==> config.mk <==
export PLATFORM = sky130hd
export DESIGN_NAME = page_commit_buf
export DESIGN_NICKNAME = d
export VERILOG_FILES = /design/src/rtl/page_commit_buf.sv
export SDC_FILE = /design/constraint.sdc
export NUM_CORES = 2
export LEC_CHECK = 0
export CAP_MARGIN = 20
export CORE_MARGIN = 1.5
export CORE_UTILIZATION = 55
export CTS_CLUSTER_SIZE = 8
export DETAILED_ROUTE_END_ITERATION = 10
export HOLD_SLACK_MARGIN = 0.03
export PLACE_DENSITY_LB_ADDON = 0.1
export SKIP_CTS_REPAIR_TIMING = 1
export SLEW_MARGIN = 10
export SYNTH_ARGS = -nofsm -noshare
export SYNTH_HDL_FRONTEND = slang
export SYNTH_SLANG_ARGS = --single-unit
export TNS_END_PERCENT = 10
==> constraint.sdc <==
create_clock -name clk -period 10.5 [get_ports clk]
set_input_delay 2.1 -clock clk [delete_from_list [all_inputs] [get_ports clk]]
set_output_delay 2.1 -clock clk [all_outputs]
set_load 0.01 [all_outputs]
==> src/rtl/page_commit_buf.sv <==
module page_commit_buf #(
  parameter int ADDR_W    = 8,
  parameter int SLOT_W    = 3,
  parameter int DATA_W    = 8,
  parameter int WR_CYCLES = 500000,
  parameter logic [7:0] ERASED = 8'hFF
) (
  input  logic              clk,
  input  logic              rst_n,
  input  logic              addr_load,
  input  logic [ADDR_W-1:0] addr_in,
  input  logic              byte_valid,
  input  logic [DATA_W-1:0] byte_in,
  input  logic              stop,
  input  logic              wp,
  output logic              busy,
  input  logic [ADDR_W-1:0] rd_addr,
  output logic [DATA_W-1:0] rd_data
);
  localparam int SLOTS  = 1 << SLOT_W;
  localparam int PAGE_W = ADDR_W - SLOT_W;
  localparam int DEPTH  = 1 << ADDR_W;
  localparam int CNT_W  = $clog2(WR_CYCLES + 1);

  logic [DATA_W-1:0] mem  [DEPTH];
  logic [DATA_W-1:0] pbuf [SLOTS];
  logic [SLOTS-1:0]  vld;
  logic [PAGE_W-1:0] page;
  logic [SLOT_W-1:0] slot;
  logic [CNT_W-1:0]  cnt;

  wire done = busy && (cnt == '0);
  wire take = !busy && !addr_load && byte_valid && !wp;

  assign rd_data = mem[rd_addr];

  always_ff @(posedge clk or negedge rst_n) begin
    if (!rst_n) begin
      busy <= 1'b0;
      cnt  <= '0;
      vld  <= '0;
      page <= '0;
      slot <= '0;
    end else if (busy) begin
      if (cnt == '0) begin
        busy <= 1'b0;
        vld  <= '0;
      end else begin
        cnt <= cnt - 1'b1;
      end
    end else if (addr_load) begin
      page <= addr_in[ADDR_W-1:SLOT_W];
      slot <= addr_in[SLOT_W-1:0];
      vld  <= '0;
    end else if (byte_valid) begin
      if (!wp) begin
        vld[slot] <= 1'b1;
        slot      <= slot + 1'b1;
      end
    end else if (stop && (vld != '0)) begin
      busy <= 1'b1;
      cnt  <= CNT_W'(WR_CYCLES - 1);
    end
  end

  always_ff @(posedge clk) begin
    if (take) pbuf[slot] <= byte_in;
  end

  always_ff @(posedge clk or negedge rst_n) begin
    if (!rst_n) begin
      for (int i = 0; i < DEPTH; i++) mem[i] <= ERASED;
    end else if (done) begin
      for (int i = 0; i < SLOTS; i++)
        if (vld[i]) mem[{page, SLOT_W'(i)}] <= pbuf[i];
    end
  end
endmodule

==> out/qor.yml <==
synthesis:
  yosys.area_share.simple_pct: 5.328
  ys_types: 71
  synth-edff-count: 64
  synth.area.mux_share_pct: 36.90
  synth-seq-cells: 2148
  synthArstFlopShare_pct: 97.02
  synth_compound_area_share_pct: 2.963
  synth-seq-area-share_pct: 52.70
  synth_top_family_by_area: "multiplexers"
  synthAdderAreaFrac_pct: 0.03493
  syn_inst: 6248
  synthFlopType: "dfstp_2"
  yosys_warnings: 0
  synthXorXnorAreaFrac_pct: 0.05705
  avgSynthCellArea_um2: 17.20
  synth.cell_area_um2: 107500
  syn-num-nets: 6281
sta:
  min_period_ns: 9.252
  hold_viol: 0
  finalSetupTns_ns: 0
  setup_viol: 0
  rsz0062_at_grt: "no"
  maxSlewViolCount: 0
  max_freq_mhz: 108.1
  fin_crit_sh_pct: 88.11
  tightest_slew_ns: 1.220
  final.setup_skew_ns: 0.04557
  relSlewSlack_pct: 17.93
  hold-worst-slack_ns: 0.4807
setup_path:
  arrival_ns: 7.15
  path_cells: "buf_8 > buf_12 > buf_4 > mux4_2 > a22oi_1 > a21oi_1 > nor3_1 > a22oi_1 > and3_1 > clkdlybuf4s50_1"
  critPathMaxStageDelay_ns: 0.93
  crit_slowest_cell: "nor3_1"
  startpoint_type: "input pin"
  path_common_cell: "a22oi_1"
  r2r_slack_ns: 5.77
  cp-end-kind: "output port"
  cp.required_ns: 8.40
  critPathMaxFanout: 49
  critPathKind: "in -> out"
outcome:
  status: "finished clean"
flow_run:
  drv_cap: 0
worst_hold_path:
  hp-class: "reg -> reg"
die:
  initial_utilization_pct: 55.22
  rows: 162
  core_area_um2: 194600
  io_pins: 39
  die_y_um: 445.0
  dieArea_um2: 198000
  die_w_um: 445.0
global_route:
  grt_use_total_pct: 35.06
  grt_antenna_before_repair: 14
  grt_pass1_wl_um: 493500
  grt_max_degree: 175
  grt_pass1_vias: 62770
  grt_overflow: 0
cells_and_area:
  final_area_um2: 119000
  register_area_um2: 56630
  fillers: 14080
  multi_input_area_um2: 48860
  drive_gt1_share_pct: 80.70
  nets: 6371
  layout_commonest_cell: "dfstp_2"
  syn_to_final_growth_pct: 10.75
  layout_common_cells: "2048 x dfstp_2, 1376 x mux2_4, 467 x mux2_2, 443 x mux4_2, 325 x clkbuf_16"
  final_util_pct: 61.16
routing:
  vias: 60100
  viasPerCell: 6.734
  drc: 0
  drt_first_pass_iters: 6
  drt-initial-drc-count: 5854
  wl_per_cell_um: 38.60
  wl_um: 344500
  ant_nets: 0
cts:
  cts-root-buf: "clkbuf_16"
  path_clk_slew_ns: 0.05
  clkLatencyLatePin_ns: 0.94
  cts_buffers: 318
  clock_sinks: 2148
  cts_max_level: 5
  clockBufferDepth: 4
  tritoncts: "yes"
power_and_ir_drop:
  ir_drop_v: 0.0001497
  power_density_nw_per_um2: 151.0
  power.leakage_nw: 50.37
placement:
  io_buffers: 38
  dpl_cell_area_um2: 110600
  hpwl_um: 199900
  gp_congestion: 1.068
## metrics by stage
step	power, mW	cells	worst slack (ns)
2_1_floorplan	8.739	6248	3.912
3_3_place_gp	9.067	8552	1.471
3_5_place_dp	9.073	8555	1.582
4_1_cts	18.09	8911	1.578
5_1_grt	18.44	8918	1.244
6_report	17.97	8924	1.248
## worst paths after layout
check,startpoint,end,depth (start not counted)
max in group asynchronous,rst_n,mem[227]$_DFFE_PN1P_,3
worst min-delay path,cnt[11]$_DFFE_PN0P_,cnt[11]$_DFFE_PN0P_,1
worst max register to register,cnt[8]$_DFFE_PN0P_,mem[799]$_DFFE_PN1P_,7
worst min register to register,cnt[11]$_DFFE_PN0P_,cnt[11]$_DFFE_PN0P_,1
worst max-delay path,rd_addr[0],rd_data[1],10
min in group asynchronous,rst_n,mem[1688]$_DFFE_PN1P_,1
## cell type report
cell class | instances | area share [%]
Inverter | 7 | 0.02208
Clock buffer | 352 | 6.919
Multi-Input combinational cell | 3655 | 41.06
Clock inverter | 4 | 0.02944
Tap cell | 2542 | 2.673
Antenna cell | 8 | 0.01682
Sequential cell | 2148 | 47.59
Timing Repair Buffer | 208 | 1.697
## cell families (layout without fill, tap and decap cells)
kind of cell,after synthesis,after routing
other,0,8
XOR/XNOR,7,7
AND/OR/NAND/NOR,551,551
buffers and inverters,445,571
multiplexers,2635,2635
adder cells (fa/ha/maj),3,3
AO/OA/AOI/OAI,459,459
flip-flops,2148,2148
## metal layers
metal / vias up / share of wire (%) / track usage, %
li1: 23530 / - / -
met1: 33160 / 44 / 50.71
met2: 2662 / 44 / 50.86
met3: 738 / 8.6 / 9.220
met4: 8 / 4.1 / 12.87
met5: - / 0.013 / 0
## power breakdown
group / leakage [nW] / internal (mW) / switching [mW]
clock: 4.06 / 5.43 / 3.57
sequential: 22.1 / 8.37 / 0.00835
combinational: 24.2 / 0.150 / 0.443
total: 50.4 / 13.9 / 4.02
## critical path, delay by kind of cell
family	cells	cell delay (ns)
buffers and inverters	4	1.77
AND/OR/NAND/NOR	2	1.36
AO/OA/AOI/OAI	3	1.27
multiplexers	1	0.54
## state kept, by name, indices dropped and copies added (netlist names)
register,count
mem,2048
pbuf,64
cnt,19
vld,8
page,5
slot,3
busy,1
## cells in the mapped netlist, drive strengths merged, types with 4 or more instances
cell type / count / area (µm²)
mux2: 2057 / 28330
dfstp: 2048 / 53810
mux4: 443 / 9977
clkbuf: 326 / 1224
nand2: 304 / 4302
a22oi: 170 / 1276
mux2i: 135 / 1351
buf: 112 / 909.6
a21oi: 111 / 555.5
nor2: 94 / 422.9
edfxtp: 64 / 1922
dfrtp: 36 / 900.9
o221ai: 34 / 297.8
nor3: 32 / 171.4
nor4: 26 / 162.7
o22ai: 24 / 150.1
a211oi: 21 / 157.7
o21ai: 21 / 105.1
a221oi: 18 / 157.7
a22o: 17 / 148.9
nor2b: 13 / 81.33
a31oi: 11 / 68.82
nand3: 11 / 55.05
nand2b: 10 / 62.56
and2: 8 / 50.05
and4b: 8 / 80.08
o32ai: 8 / 70.07
and3: 7 / 43.79
nand3b: 7 / 52.55
or4: 7 / 60.06
xor2: 6 / 52.55
inv: 5 / 18.76
or2: 5 / 31.28
a32oi: 4 / 35.03
and3b: 4 / 35.03
o21a: 4 / 30.03
o31ai: 4 / 30.03
No activity file was read; power rests on OpenSTA's default activity.
